===== config.mk =====
export PLATFORM = sky130hd
export DESIGN_NAME = tbx_frame_ser
export DESIGN_NICKNAME = d
export VERILOG_FILES = /design/src/rtl/tbx_pkg.sv /design/src/rtl/tbx_seg_len.sv /design/src/rtl/tbx_tick_timer.sv /design/src/rtl/tbx_frame_ser.sv
export SDC_FILE = /design/constraint.sdc
export NUM_CORES = 1
export LEC_CHECK = 0
export BUFFER_PORTS_ARGS = -buffer_cell sky130_fd_sc_hd__buf_4
export CAP_MARGIN = 40
export CORE_UTILIZATION = 30
export DETAILED_ROUTE_END_ITERATION = 16
export PLACE_DENSITY = 0.44
export SLEW_MARGIN = 15
export SYNTH_ARGS = -nofsm -noshare
export SYNTH_HDL_FRONTEND = slang
export SYNTH_SLANG_ARGS = --single-unit

===== constraint.sdc =====
create_clock -name clk -period 3.65 [get_ports clk]
set_clock_uncertainty 0.2 [all_clocks]
set_input_delay 0.73 -clock clk [delete_from_list [all_inputs] [get_ports clk]]
set_output_delay 0.73 -clock clk [all_outputs]
set_load 0.02 [all_outputs]

===== src/rtl/tbx_pkg.sv =====
package tbx_pkg;
  typedef enum logic [3:0] {
    ST_IDLE,
    ST_SOF_LO,
    ST_SOF_HI,
    ST_START,
    ST_DATA,
    ST_STOP,
    ST_EGT,
    ST_WAIT,
    ST_EOF_LO
  } ser_state_e;
endpackage


===== src/rtl/tbx_seg_len.sv =====
module tbx_seg_len
  import tbx_pkg::*;
#(
  parameter int ETU_FC = 128,
  parameter int ADJ_FC = 8,
  parameter int CW     = 11
) (
  input  ser_state_e      seg,
  input  logic            cfg_wide,
  input  logic            cfg_adjust,
  input  logic [1:0]      cfg_egt,
  output logic [CW-1:0]   seg_len,
  output logic            cfg_bad
);
  localparam logic [CW-1:0] ETU_W  = CW'(ETU_FC);
  localparam logic [CW-1:0] LO_MIN = CW'(10 * ETU_FC);
  localparam logic [CW-1:0] LO_MAX = CW'(11 * ETU_FC);
  localparam logic [CW-1:0] LO_ADJ = CW'(11 * ETU_FC - ADJ_FC);
  localparam logic [CW-1:0] HI_MIN = CW'(2 * ETU_FC);
  localparam logic [CW-1:0] HI_MAX = CW'(3 * ETU_FC);
  localparam logic [CW-1:0] HI_ADJ = CW'(2 * ETU_FC + ADJ_FC);

  logic          use_adj;
  logic [CW-1:0] lo_len;
  logic [CW-1:0] hi_len;
  logic [CW-1:0] egt_len;

  // adjust only takes effect with the long width; otherwise fall back to min
  assign use_adj = cfg_adjust & cfg_wide;
  assign cfg_bad = cfg_adjust & ~cfg_wide;

  always_comb begin
    if (use_adj) begin
      lo_len = LO_ADJ;
      hi_len = HI_ADJ;
    end else if (cfg_wide) begin
      lo_len = LO_MAX;
      hi_len = HI_MAX;
    end else begin
      lo_len = LO_MIN;
      hi_len = HI_MIN;
    end
    egt_len = CW'(cfg_egt) * ETU_W;
  end

  always_comb begin
    unique case (seg)
      ST_SOF_LO, ST_EOF_LO: seg_len = lo_len;
      ST_SOF_HI:            seg_len = hi_len;
      ST_EGT:               seg_len = egt_len;
      default:              seg_len = ETU_W;
    endcase
  end
endmodule


===== src/rtl/tbx_tick_timer.sv =====
module tbx_tick_timer #(
  parameter int CW = 11
) (
  input  logic          clk,
  input  logic          rst_n,
  input  logic          fc_en,
  input  logic          load,
  input  logic [CW-1:0] load_val,
  output logic          expire
);
  logic [CW-1:0] cnt_q;
  logic [CW-1:0] cnt_d;

  always_comb begin
    cnt_d = cnt_q;
    if (load) begin
      cnt_d = load_val;
    end else if (fc_en && (cnt_q != '0)) begin
      cnt_d = cnt_q - 1'b1;
    end
  end

  always_ff @(posedge clk or negedge rst_n) begin
    if (!rst_n) begin
      cnt_q <= '0;
    end else begin
      cnt_q <= cnt_d;
    end
  end

  assign expire = fc_en && (cnt_q == CW'(1));

  // a zero-length period would never expire; the guard period is skipped instead
  AST_TMR_LOAD_NZ: assert property (@(posedge clk) disable iff (!rst_n)
    load |-> (load_val != '0));
endmodule


===== src/rtl/tbx_frame_ser.sv =====
module tbx_frame_ser
  import tbx_pkg::*;
#(
  parameter int DATA_W = 8,
  parameter int ETU_FC = 128,
  parameter int ADJ_FC = 8
) (
  input  logic              clk,
  input  logic              rst_n,
  input  logic              fc_en,
  input  logic              cfg_no_sof,
  input  logic              cfg_no_eof,
  input  logic              cfg_wide,
  input  logic              cfg_adjust,
  input  logic [1:0]        cfg_egt,
  input  logic              in_valid,
  input  logic [DATA_W-1:0] in_data,
  input  logic              in_last,
  output logic              in_ready,
  output logic              tx_out,
  output logic              busy,
  output logic              cfg_err
);
  localparam int CW = $clog2(12 * ETU_FC + ADJ_FC + 1);
  localparam int IW = (DATA_W > 1) ? $clog2(DATA_W) : 1;
  localparam logic [IW-1:0] LAST_BIT = IW'(DATA_W - 1);

  ser_state_e        state_q, state_d;
  logic              pend_v_q, pend_v_d;
  logic [DATA_W-1:0] pend_q, pend_d;
  logic              pend_last_q, pend_last_d;
  logic [DATA_W-1:0] sh_q, sh_d;
  logic              cur_last_q, cur_last_d;
  logic [IW-1:0]     idx_q, idx_d;
  logic              cfg_err_q;

  logic              accept, src_ok, take, char_done, seg_end, tmr_load, cfg_bad;
  logic [DATA_W-1:0] src_data;
  logic              src_last;
  logic [CW-1:0]     seg_len;

  tbx_seg_len #(.ETU_FC(ETU_FC), .ADJ_FC(ADJ_FC), .CW(CW)) u_len (
    .seg        (state_d),
    .cfg_wide   (cfg_wide),
    .cfg_adjust (cfg_adjust),
    .cfg_egt    (cfg_egt),
    .seg_len    (seg_len),
    .cfg_bad    (cfg_bad)
  );

  assign tmr_load = (state_d != state_q) || ((state_q == ST_DATA) && seg_end);

  tbx_tick_timer #(.CW(CW)) u_tmr (
    .clk      (clk),
    .rst_n    (rst_n),
    .fc_en    (fc_en),
    .load     (tmr_load),
    .load_val (seg_len),
    .expire   (seg_end)
  );

  // input handshake
  assign in_ready = (state_q == ST_IDLE) ||
                    (((state_q == ST_STOP) || (state_q == ST_EGT) || (state_q == ST_WAIT))
                     && !pend_v_q && !cur_last_q);
  assign accept   = in_valid && in_ready;
  assign src_ok   = pend_v_q || accept;
  assign src_data = pend_v_q ? pend_q : in_data;
  assign src_last = pend_v_q ? pend_last_q : in_last;

  // next state
  always_comb begin
    state_d   = state_q;
    take      = 1'b0;
    char_done = 1'b0;
    unique case (state_q)
      ST_IDLE: if (accept) begin
        if (cfg_no_sof) begin
          state_d = ST_START;
          take    = 1'b1;
        end else begin
          state_d = ST_SOF_LO;
        end
      end
      ST_SOF_LO: if (seg_end) state_d = ST_SOF_HI;
      ST_SOF_HI: if (seg_end) begin
        state_d = ST_START;
        take    = 1'b1;
      end
      ST_START:  if (seg_end) state_d = ST_DATA;
      ST_DATA:   if (seg_end && (idx_q == LAST_BIT)) state_d = ST_STOP;
      ST_STOP:   if (seg_end) begin
        if (cfg_egt != 2'b00) state_d = ST_EGT;
        else                  char_done = 1'b1;
      end
      ST_EGT:    if (seg_end) char_done = 1'b1;
      ST_WAIT:   if (src_ok) begin
        state_d = ST_START;
        take    = 1'b1;
      end
      ST_EOF_LO: if (seg_end) state_d = ST_IDLE;
      default:   state_d = ST_IDLE;
    endcase
    if (char_done) begin
      if (cur_last_q) begin
        state_d = cfg_no_eof ? ST_IDLE : ST_EOF_LO;
      end else if (src_ok) begin
        state_d = ST_START;
        take    = 1'b1;
      end else begin
        state_d = ST_WAIT;
      end
    end
  end

  // datapath next values
  always_comb begin
    pend_v_d    = pend_v_q;
    pend_d      = pend_q;
    pend_last_d = pend_last_q;
    sh_d        = sh_q;
    cur_last_d  = cur_last_q;
    idx_d       = idx_q;
    if (take) begin
      pend_v_d   = 1'b0;
      sh_d       = src_data;
      cur_last_d = src_last;
    end else if (accept) begin
      pend_v_d    = 1'b1;
      pend_d      = in_data;
      pend_last_d = in_last;
    end
    if (state_q == ST_START) begin
      idx_d = '0;
    end else if ((state_q == ST_DATA) && seg_end) begin
      idx_d = idx_q + 1'b1;
      sh_d  = sh_q >> 1;
    end
  end

  always_ff @(posedge clk or negedge rst_n) begin
    if (!rst_n) begin
      state_q     <= ST_IDLE;
      pend_v_q    <= 1'b0;
      pend_q      <= '0;
      pend_last_q <= 1'b0;
      sh_q        <= '0;
      cur_last_q  <= 1'b0;
      idx_q       <= '0;
      cfg_err_q   <= 1'b0;
    end else begin
      state_q     <= state_d;
      pend_v_q    <= pend_v_d;
      pend_q      <= pend_d;
      pend_last_q <= pend_last_d;
      sh_q        <= sh_d;
      cur_last_q  <= cur_last_d;
      idx_q       <= idx_d;
      cfg_err_q   <= cfg_bad;
    end
  end

  // line level
  always_comb begin
    unique case (state_q)
      ST_SOF_LO, ST_START, ST_EOF_LO: tx_out = 1'b0;
      ST_DATA:                        tx_out = sh_q[0];
      default:                        tx_out = 1'b1;
    endcase
  end

  assign busy    = (state_q != ST_IDLE);
  assign cfg_err = cfg_err_q;

  AST_LINE_IDLE: assert property (@(posedge clk) disable iff (!rst_n)
    !busy |-> tx_out);
  AST_READY_WINDOW: assert property (@(posedge clk) disable iff (!rst_n)
    (in_ready && busy) |-> tx_out);
  AST_HOLD_FULL: assert property (@(posedge clk) disable iff (!rst_n)
    (pend_v_q && busy) |-> !in_ready);
  AST_CFG_ERR: assert property (@(posedge clk) disable iff (!rst_n)
    cfg_err |-> $past(cfg_adjust && !cfg_wide));
  AST_EGT_USED: assert property (@(posedge clk) disable iff (!rst_n)
    (state_q == ST_EGT) |-> (cfg_egt != 2'b00));
  AST_NO_SOF: assert property (@(posedge clk) disable iff (!rst_n)
    (state_q == ST_SOF_HI) |-> !cfg_no_sof);
endmodule


After elaboration in Yosys (flattened, before gate mapping)
Index checks and enable logic that the tools add are counted.
{"block": "word_totals", "reg_bits": 38, "out_inout_bits": 4}
{"block": "op_classes", "reduce_logical": 24, "mux": 43, "addsub": 2, "bitwise_logic": 4, "eq_ne": 15}
{"operator": "two-way mux 4 bit", "count": 12}
{"operator": "two-way mux 8 bit", "count": 6}
{"operator": "two-way mux 11 bit", "count": 4}
{"operator": "one-hot mux 4 bit (9 select lines)", "count": 1}
{"operator": "one-hot mux 11 bit (3 select lines)", "count": 1}
{"operator": "== test 4 x 3 -> 1 bit (second input constant)", "count": 5}
{"operator": "== test 4 x 2 -> 1 bit (second input constant)", "count": 3}
{"operator": "two-way mux 1 bit", "count": 12}
{"operator": "== test 11 x 1 -> 1 bit (second input constant)", "count": 1}
{"operator": "nonzero test 11 bit", "count": 1}
{"operator": "subtractor 11 x 1 -> 11 bit (second input constant)", "count": 1}
{"operator": "two-way mux 3 bit", "count": 3}
{"operator": "== test 4 x 1 -> 1 bit (second input constant)", "count": 2}
{"operator": "== test 4 bit (second input constant)", "count": 2}
{"operator": "nonzero test 2 bit", "count": 4}
{"operator": "logical AND 1 bit", "count": 7}
{"operator": "logical OR 1 bit", "count": 5}
{"operator": "logical NOT 4 bit", "count": 1}
{"operator": "!= test 4 bit", "count": 1}
{"operator": "one-hot mux 1 bit (2 select lines)", "count": 2}
{"operator": "nonzero test 4 bit", "count": 1}
{"operator": "adder 3 x 1 -> 3 bit (second input constant)", "count": 1}
{"operator": "== test 3 bit (second input constant)", "count": 1}
{"operator": "one-hot mux 1 bit (3 select lines)", "count": 1}
{"operator": "other kinds (7)", "count": 10}

Logic depth before layout (Yosys ltp)
Gate-level depths: netlist of run 1.
{"block": "logic_depth", "depth_word": 16, "ltp_mapped": 12}

Hierarchy
Synthesis of run 1 repeated with hierarchy kept, for this count alone.
{"block": "unflattened", "cells_unflattened": 267, "area_unflattened_um2": 2512.4}
{"module": "tbx_frame_ser", "seq_area_each_um2": 675.6, "cells_each": 160, "instances": 1, "area_per_inst_um2": 1620.3}
{"module": "tbx_tick_timer", "seq_area_each_um2": 275.3, "cells_each": 82, "instances": 1, "area_per_inst_um2": 719.4}
{"module": "tbx_seg_len", "seq_area_each_um2": 0.0, "cells_each": 25, "instances": 1, "area_per_inst_um2": 172.7}

Worst setup path before layout of run 1
No wires, ideal clock.
{"block": "synth_path", "path_type": "input to register", "from": "input cfg_egt[0]", "to": "register u_tmr.cnt_q[3]", "required_time_ns": 3.325, "arrival_time_ns": 2.867, "slack_ns": 0.458, "stages": 8, "path_cell_list": "or4b_4 -> a211o_1 -> a2111oi_4 -> o21ba_4 -> clkinv_4 -> o22ai_4 -> nor3_4 -> mux2_4"}
{"block": "synth_between", "elab_chain_len": 9, "word_cells_on_any_way": 18}
{"item": "start: declaration", "line": "tbx_frame_ser.sv:15", "rtl": "input logic [1:0] cfg_egt,"}
{"item": "nonzero test 2 bit (*)", "line": "tbx_frame_ser.sv:93", "rtl": "if (cfg_egt != 2'b00) state_d = ST_EGT;"}
{"item": "two-way mux 4 bit or two-way mux 1 bit (tied branches)", "line": "tbx_frame_ser.sv:93"}
{"item": "two-way mux 4 bit or two-way mux 1 bit (tied branches)", "line": "tbx_frame_ser.sv:92", "rtl": "ST_STOP: if (seg_end) begin"}
{"item": "one-hot mux 4 bit (9 select lines) or one-hot mux 1 bit (2 select lines) (tied branches)", "line": "tbx_frame_ser.sv:76", "rtl": "unique case (state_q)"}
{"item": "two-way mux 4 bit (*)", "line": "tbx_frame_ser.sv:104", "rtl": "if (char_done) begin"}
{"item": "named net state_d[2]", "line": "tbx_frame_ser.sv:28", "rtl": "ser_state_e state_q, state_d;"}
{"item": "== test 4 x 1 -> 1 bit or == test 4 bit (tied branches)", "line": "tbx_seg_len.sv:47", "rtl": "unique case (seg)"}
{"item": "OR reduction 2 bit", "line": "tbx_seg_len.sv:47"}
{"item": "one-hot mux 11 bit (3 select lines)", "line": "tbx_seg_len.sv:47"}
{"item": "two-way mux 11 bit", "line": "tbx_tick_timer.sv:16", "rtl": "if (load) begin"}
{"item": "end signal: assignment", "line": "tbx_tick_timer.sv:27", "rtl": "cnt_q <= cnt_d;"}
{"item": "end: declaration", "line": "tbx_tick_timer.sv:11", "rtl": "logic [CW-1:0] cnt_q;"}
The timed path passes the listed nets; every way through them passes the cells marked *.
A chain may end at the register's enable or synchronous reset.

Worst setup path in the final report of run 1
{"block": "layout_path", "from": "register u_tmr.cnt_q[4]", "to": "register u_tmr.cnt_q[5]"}
{"block": "layout_between", "elab_chain_len": 10, "word_cells_on_any_way": 29}
{"item": "== test 11 x 1 -> 1 bit (*)", "line": "tbx_tick_timer.sv:31", "rtl": "assign expire = fc_en && (cnt_q == CW'(1));"}
{"item": "logical AND 1 bit (*)", "line": "tbx_tick_timer.sv:31"}
{"item": "logical AND 1 bit", "line": "tbx_frame_ser.sv:91", "rtl": "ST_DATA: if (seg_end && (idx_q == LAST_BIT)) state_d = ST_STOP;"}
{"item": "two-way mux 4 bit", "line": "tbx_frame_ser.sv:91"}
{"item": "one-hot mux 4 bit (9 select lines)", "line": "tbx_frame_ser.sv:76"}
{"item": "two-way mux 4 bit (*)", "line": "tbx_frame_ser.sv:104"}
{"item": "named net state_d[1]", "line": "tbx_frame_ser.sv:28"}
{"item": "== test 4 x 1 -> 1 bit or == test 4 bit (tied branches)", "line": "tbx_seg_len.sv:47"}
{"item": "OR reduction 2 bit", "line": "tbx_seg_len.sv:47"}
{"item": "one-hot mux 11 bit (3 select lines)", "line": "tbx_seg_len.sv:47"}
{"item": "two-way mux 11 bit", "line": "tbx_tick_timer.sv:16"}
The timed path passes the listed nets; every way through them passes the cells marked *. The select of a mux whose other input is x is not followed.

==> impl_metrics.csv, run 1 <==
group,metric,value,unit
synth,yosysWarnings,0,
synth,synth_seq_cells,38,
die,start_util,0.314,
power,power,1.95,mW
synth,synth_edf_count,0,
synth,ys_types,61,
power,p_leak,1.25,nW
routing,antenna_left,0,
synth,netlist_top_cells_area,"dfrtp_1 (39%), mux2i_1 (6.9%), a21oi_1 (5.1%)",
synth,synth_nets,283,
clock_tree,cts_root_buffer,"clkbuf_8",
worst_setup_path,end_kind,"flop",
timing,period_needed,3.21,ns
synth,synth_top_cell_by_area,"dfrtp_1",
synth,syn_area,2460,µm²
grt,antenna_found_initial,0,
flow_run,cap_violations,0,
placed_design,dp_hpwl,4520,µm
power,power.density,680,nW/µm²
grt,grt_pass1_wl,10400,µm
worst_setup_path,required,3.65,ns
timing,rsz0062_at_grt,"false",
clock_tree,cts.sinks,38,
clock_tree,numCtsBuffers,5,
power,ir_worst_vdd,0.277,mV
routing,vias_per_cell,5.23,
timing,finalHoldViolations,0,
synth,synth_top_family_by_area,"compound AO/OA/AOI/OAI gates",
die,coreArea,7850,µm²
timing,finalCritPeriodShare,0.879,
routing,num_vias,2019,
clock_tree,clockBufferDepth,2,
synth,synth_compound_gate_area_share,0.193,
routing,drtIter0Drc,80,
timing,finalMaxSlewViolations,0,
clock_tree,ctsHoldBuffers,0,
synth,seq_area_frac_synth,0.386,
worst_setup_path,cp_max_fo,11,
worst_setup_path,rr_startpoint,"u_tmr.cnt_q[4]",
worst_setup_path,criticalPathCategory,"flop to flop",
finish,syn2layout_area_growth,16.4,%
run_status,status,"completed",
die,io-pin-count,23,
worst_setup_path,r2r_setup_slack,0.44,ns
routing,routed_wl,6210,µm
clock_tree,cts_resized,0,
timing,worst-slew-pin-transition,0.727,ns
synth,syn_area_per_cell,9.50,µm²
routing,first_pass_iters,4,
grt,grt_pass1_vias,1955,
synth,synthSimpleGateAreaFrac,0.192,
clock_tree,clk_latency,0.29,ns
hold_path,hp-class,"input port to asynchronous set/reset pin",
routing,drc_errors,0,
clock_tree,cts_tree,"done",
finish,nets,309,
timing,fmax,0.312,GHz
clock_tree,post_cts_buffers,0,
synth,synth_ff_type,"dfrtp_1",
synth,async_reset_ff_frac,1.00,
timing,tns,0,ns
clock_tree,ctsHtreeMaxLevel,2,
placed_design,io_buffers,22,
timing,setup_violations,0,
routing,post_drt_wl_per_cell,16.1,µm
finish,diodes,0,
synth,syn_inst,259,
die,die_x,92.6,µm
timing,worst_hold_slack,0.213,ns
worst_setup_path,rr_worst_depth,9,
die,std_cell_rows,32,
worst_setup_path,rr_endpoint,"u_tmr.cnt_q[5]",
timing,relSlewSlack,0.516,
grt,overflow,0,
synth,synth_xor_xnor_area_share,0.0356,
grt,globalRouteTotalUtil,0.156,
worst_setup_path,worstPathArrival,3.21,ns
die,die_h,92.6,µm
finish,drive_above_1_share,0.190,
synth,synthMuxAreaShare,0.127,
grt,grt_max_degree,39,
clock_tree,clk_pin_slew,0.08,ns
synth,synth_top_area_share,0.386,
synth,synth-adder-area-share,0.0254,
worst_setup_path,worstSetupStartpointType,"flop",
die,die-area,8570,µm²
placed_design,place.gp.congestion,0.811,
==> sequential cells by signal, indices dropped and copies added (netlist names) <==
register,cells
cfg_err,1
cur_last_q,1
idx_q,3
pend_last_q,1
pend_q,8
pend_v_q,1
sh_q,8
state_q,4
u_tmr.cnt_q,11
==> synthesized netlist by cell type (all sizes together) (2+ instances only) <==
cell	n
dfrtp	38
a211oi	3
mux2	12
nor2	14
nor4b	2
a21o	3
xnor2	5
mux2i	17
and3	4
and2	3
nand3	4
inv	10
nand2b	5
a21oi	25
nor3	7
nand2	24
nor2b	2
a31oi	2
o22a	2
nor4	6
nand4	2
or3	3
clkbuf	8
xor2	5
a211o	2
o21ai	17
ha	5
o31ai	2
buf	5
==> metal layers <==
metal	vias to the layer above	wire, µm	track usage	share of wire
met1	991	3260	0.237	0.53
met3	2	203	0.0287	0.033
met5	-	0	0	0
met4	0	23	0.0352	0.0037
met2	32	2720	0.226	0.44
li1	994	-	-	-
==> worst max path at each step <==
stage / startpoint / end / slack, ns
after global placement: cfg_egt[0] / u_tmr.cnt_q[5] / 0.35
after CTS: u_tmr.cnt_q[4] / u_tmr.cnt_q[5] / 0.44
after detailed placement: cfg_egt[0] / u_tmr.cnt_q[5] / 0.34
final: u_tmr.cnt_q[4] / u_tmr.cnt_q[5] / 0.44
after floorplan: cfg_egt[0] / u_tmr.cnt_q[3] / 0.46
after global routing: u_tmr.cnt_q[4] / u_tmr.cnt_q[6] / 0.14
==> worst max-delay path, cell delays in order (launching register included) <==
cell and delay (ns):
dfrtp_1 0.45, nor4_2 0.55, nand4_2 0.36, buf_4 0.28, o31ai_2 0.17, a31oi_1 0.15
xor2_1 0.26, nor3_4 0.29, buf_4 0.22, mux2i_1 0.20
==> placed cells by master (no fill, tap or decap), types with 6 or more instances in the layout <==
cell and n:
mux2i_1 17, mux2_1 9, a21oi_1 25, o21ai_0 15, dfrtp_1 38, nor3_1 6, buf_4 32, inv_1 10
clkbuf_8 6, nor2_1 14, nand2_1 24
==> logic make-up (layout without fill, tap and decap cells) <==
kind of cell               count (synthesis)  after routing
muxes                                     29             29
AOI/OAI and AO/OA                         68             68
and+or+nand+nor                           85             85
adders and majority gates                  5              5
DFF                                       38             38
xor gates and xnor gates                  10             10
buffers and inverters                     24             49
==> through the flow <==
step / setup WS [ns] / area (µm²) / instances / util
floorplan: 0.458 / 2460 / 259 / -
global placement: 0.350 / 2780 / 380 / 0.354
detailed placement: 0.337 / 2780 / 380 / 0.354
CTS: 0.439 / 2860 / 386 / 0.365
global route: 0.139 / 2860 / 386 / 0.365
finish: 0.440 / 2860 / 386 / 0.365
==> power breakdown <==
group	leakage [nW]	switching, mW	internal, mW
clock network	0.0431	0.145	0.146
registers	0.478	0.182	0.586
logic	0.733	0.454	0.436
total	1.25	0.781	1.17
==> final cells by class <==
type                            instances  area, µm²
Fill cell                             849       4980
Multi-Input combinational cell        197       1420
Clock buffer                            6       82.6
Sequential cell                        38        951
Tap cell                              102        128
Inverter                               11       46.3
Timing Repair Buffer                   32        240
(Power assumes the default switching activity.)
==> run 2: changes to the inputs <==
--- a/config.mk
+++ b/config.mk
@@ -5,6 +5,7 @@
 export SDC_FILE = /design/constraint.sdc
 export NUM_CORES = 1
 export LEC_CHECK = 0
+export ABC_AREA = 1
 export BUFFER_PORTS_ARGS = -buffer_cell sky130_fd_sc_hd__buf_4
 export CAP_MARGIN = 40
 export CORE_UTILIZATION = 30
==> run 2 against run 1 <==
Compared with the run above:
- flip-flop and latch count stayed put
- synthesized cell count is 28% higher
- first-iteration DRC count is 25% higher
- non-clock buffer count is 9 lower
- clock power is 27% higher
- critical endpoint unchanged
- largest power group unchanged
==> impl_metrics.csv, run 2 <==
group,metric,value,unit
worst_setup_path,slowest_stage,"dfrtp_1",
synth,synth_seq_cells,38,
hold_path,hp-class,"input port to asynchronous set/reset pin",
routing,antenna_left,0,
grt,globalRouteTotalUtil,0.153,
worst_setup_path,crit_chain,"inv_1 > ha_1 > nand2_1 > nor2_4 > nand2_4 > nor2_8 > nand2_2 > nand3_2 > nand2_1 > nand2_1 > nand3_2 > nor2_4 > nand2_2 > inv_2 > nand2_1 > nand2_1",
routing,drtIter0Drc,100,
synth,ys_types,36,
die,io-pin-count,23,
worst_setup_path,critPathMostFrequentCell,"nand2_1",
finish,layout_commonest_cell,"nand2_1",
finish,syn2layout_area_growth,14.8,%
synth,synth_xor_xnor_area_share,0.0317,
power,p_sw,0.908,mW
die,coreArea,7890,µm²
clock_tree,cts_root_buffer,"clkbuf_8",
flow_run,cap_violations,0,
clock_tree,clk_pin_slew,0.09,ns
routing,drc_errors,0,
synth,synth_top_area_share,0.383,
worst_setup_path,criticalPathCategory,"flop to flop",
timing,finalCritPeriodShare,0.760,
timing,period_needed,2.78,ns
worst_setup_path,required,3.68,ns
synth,seq_area_frac_synth,0.383,
synth,syn_area_per_cell,7.51,µm²
synth,synth_top_cell_by_area,"dfrtp_1",
finish,layoutNonFillerInstCount,458,
synth,syn_inst,331,
placed_design,io_buffers,22,
power,intPower,1.15,mW
grt,grt_pass1_vias,2130,
routing,first_pass_iters,4,
die,start_util,0.315,
routing,vias_per_cell,4.56,
finish,final_cell_mix,"nand2_1 (83), nor2_1 (53), dfrtp_1 (38)",
power,p_leak,1.53,nW
timing,setup_violations,0,
die,die-area,8650,µm²
synth,synth_compound_gate_area_share,0.100,
power,clockPowerShare,0.178,
power,ir_worst_vdd,0.253,mV
die,die_x,93.0,µm
synth,synth_edf_count,0,
worst_setup_path,cp_max_fo,13,
die,die_h,93.0,µm
placed_design,dp.cells,450,
routing,post_drt_wl_per_cell,12.8,µm
worst_setup_path,end_kind,"flop",
clock_tree,ctsHoldBuffers,0,
clock_tree,cts.sinks,38,
finish,diodes,0,
clock_tree,post_cts_buffers,0,
synth,synth_nets,355,
finish,top_register,"u_tmr.cnt_q",
clock_tree,clockBufferDepth,2,
clock_tree,cts_tree,"done",
grt,overflow,0,
timing,rsz0062_at_grt,"false",
synth,synthSimpleGateAreaFrac,0.354,
routing,num_vias,2088,
finish,drive_above_1_share,0.194,
synth,synth_ff_type,"dfrtp_1",
die,std_cell_rows,32,
timing,tns,0,ns
synth,yosysWarnings,0,
power,power,2.06,mW
synth,async_reset_ff_frac,1.00,
synth,synthTopCellsByCount,"nand2_1 (83), nor2_1 (53), dfrtp_1 (38)",
clock_tree,ctsHtreeMaxLevel,2,
synth,synth_top_family_by_area,"simple AND/OR/NAND/NOR gates",
power,p_seq_frac,0.350,
timing,worst_hold_slack,0.213,ns
synth,syn_area,2480,µm²
grt,grt_max_degree,39,
timing,finalMaxSlewViolations,0,
placed_design,dp_hpwl,4290,µm
synth,synthMuxAreaShare,0.0317,
finish,largest_reg_flops,11,
worst_setup_path,slowest_delay,0.39,ns
grt,grt_pass1_wl,10400,µm
synth,yosysMostFrequentCell,"nand2_1",
finish,largestRegisters,"u_tmr.cnt_q x11, pend_q x8, sh_q x8",
timing,finalHoldViolations,0,
run_status,status,"completed",
worst_setup_path,worstPathArrival,2.81,ns
placed_design,place.gp.congestion,0.801,
clock_tree,cts_resized,0,
power,switching_share,0.442,
routing,routed_wl,5860,µm
worst_setup_path,worstSetupStartpointType,"flop",
timing,fmax,0.360,GHz
finish,nets,379,
synth,netlist_top_cells_area,"dfrtp_1 (38%), nand2_1 (13%), nor2_1 (8.0%)",
clock_tree,numCtsBuffers,5,
grt,antenna_found_initial,0,
power,power.density,721,nW/µm²
timing,worst-slew-pin-transition,0.530,ns
power,p_comb_frac,0.471,
clock_tree,clk_latency,0.29,ns
timing,relSlewSlack,0.647,
synth,synth-adder-area-share,0.0252,
## run 2: cell types whose count changed after synthesis, moves of 5 or more
cell      change
nand2b_1      -5
nand2_2       +9
clkbuf_1      -6
a21oi_1      -13
mux2i_1      -17
mux2_1        -8
inv_2         +8
nor2_1       +39
inv_1        +19
nand3_1      +15
o31ai_1       +5
nand2_1      +59
## run 2: kinds of logic (layout without fill, tap and decap cells)
kind of cell,Yosys count,count (layout)
flip-flops,38,38
buffers and inverters,43,68
AND/OR/NAND/NOR,188,188
adder cells (fa/ha/maj),5,5
XOR/XNOR,9,9
AO/OA/AOI/OAI,42,42
multiplexers,6,6
## run 2: metal layers
metal  up-vias  part of all wire  global-route usage
met3         6             0.026              0.0252
met4         0             0.011              0.0423
li1       1106                 -                   -
met5         -                 0                   0
met1       955              0.52               0.219
met2        21              0.44               0.238
## run 2: worst max-delay path, delay by kind of cell, from the launching register on
kind,cells,cell delay [ns]
adder cells (fa/ha/maj),1,0.17
buffers and inverters,2,0.27
AND/OR/NAND/NOR,13,1.69
flip-flops,1,0.39
## run 2: final timing paths
check | startpoint | to | cells past startpoint | slack [ns]
min in group clk | pend_last_q | pend_last_q | 2 | 0.29
worst min-delay path | rst_n | pend_q[2] | 1 | 0.21
worst min register to register | pend_last_q | pend_last_q | 2 | 0.29
worst max-delay path | u_tmr.cnt_q[1] | u_tmr.cnt_q[5] | 16 | 0.87
max in group asynchronous | rst_n | u_tmr.cnt_q[3] | 1 | 2.67
worst max register to register | u_tmr.cnt_q[1] | u_tmr.cnt_q[5] | 16 | 0.87
## run 2: stage by stage
stage / util / setup slack, ns / area, µm²
after floorplan: - / 1.19 / 2480
after global placement: 0.347 / 0.717 / 2740
after detailed placement: 0.347 / 0.685 / 2740
after CTS: 0.362 / 0.833 / 2850
after global routing: 0.362 / 0.548 / 2850
final: 0.362 / 0.875 / 2850
## run 2: area by class of cell
class                           count  area, µm²
Sequential cell                    38        951
Tap cell                          102        128
Inverter                           37        139
Clock buffer                        5       68.8
Fill cell                         853       5030
Multi-Input combinational cell    250       1350
Timing Repair Buffer               23        173
Clock inverter                      3       45.0
## run 2: power by group through the flow
stage          Clock, mW  Combinational [mW]  Sequential, mW
4_1_cts            0.387               0.986           0.718
3_3_place_gp           0               0.982           0.730
6_report           0.367               0.969           0.720
5_1_grt            0.400                1.14           0.744
3_5_place_dp           0               0.979           0.726
2_1_floorplan          0               0.813           0.682
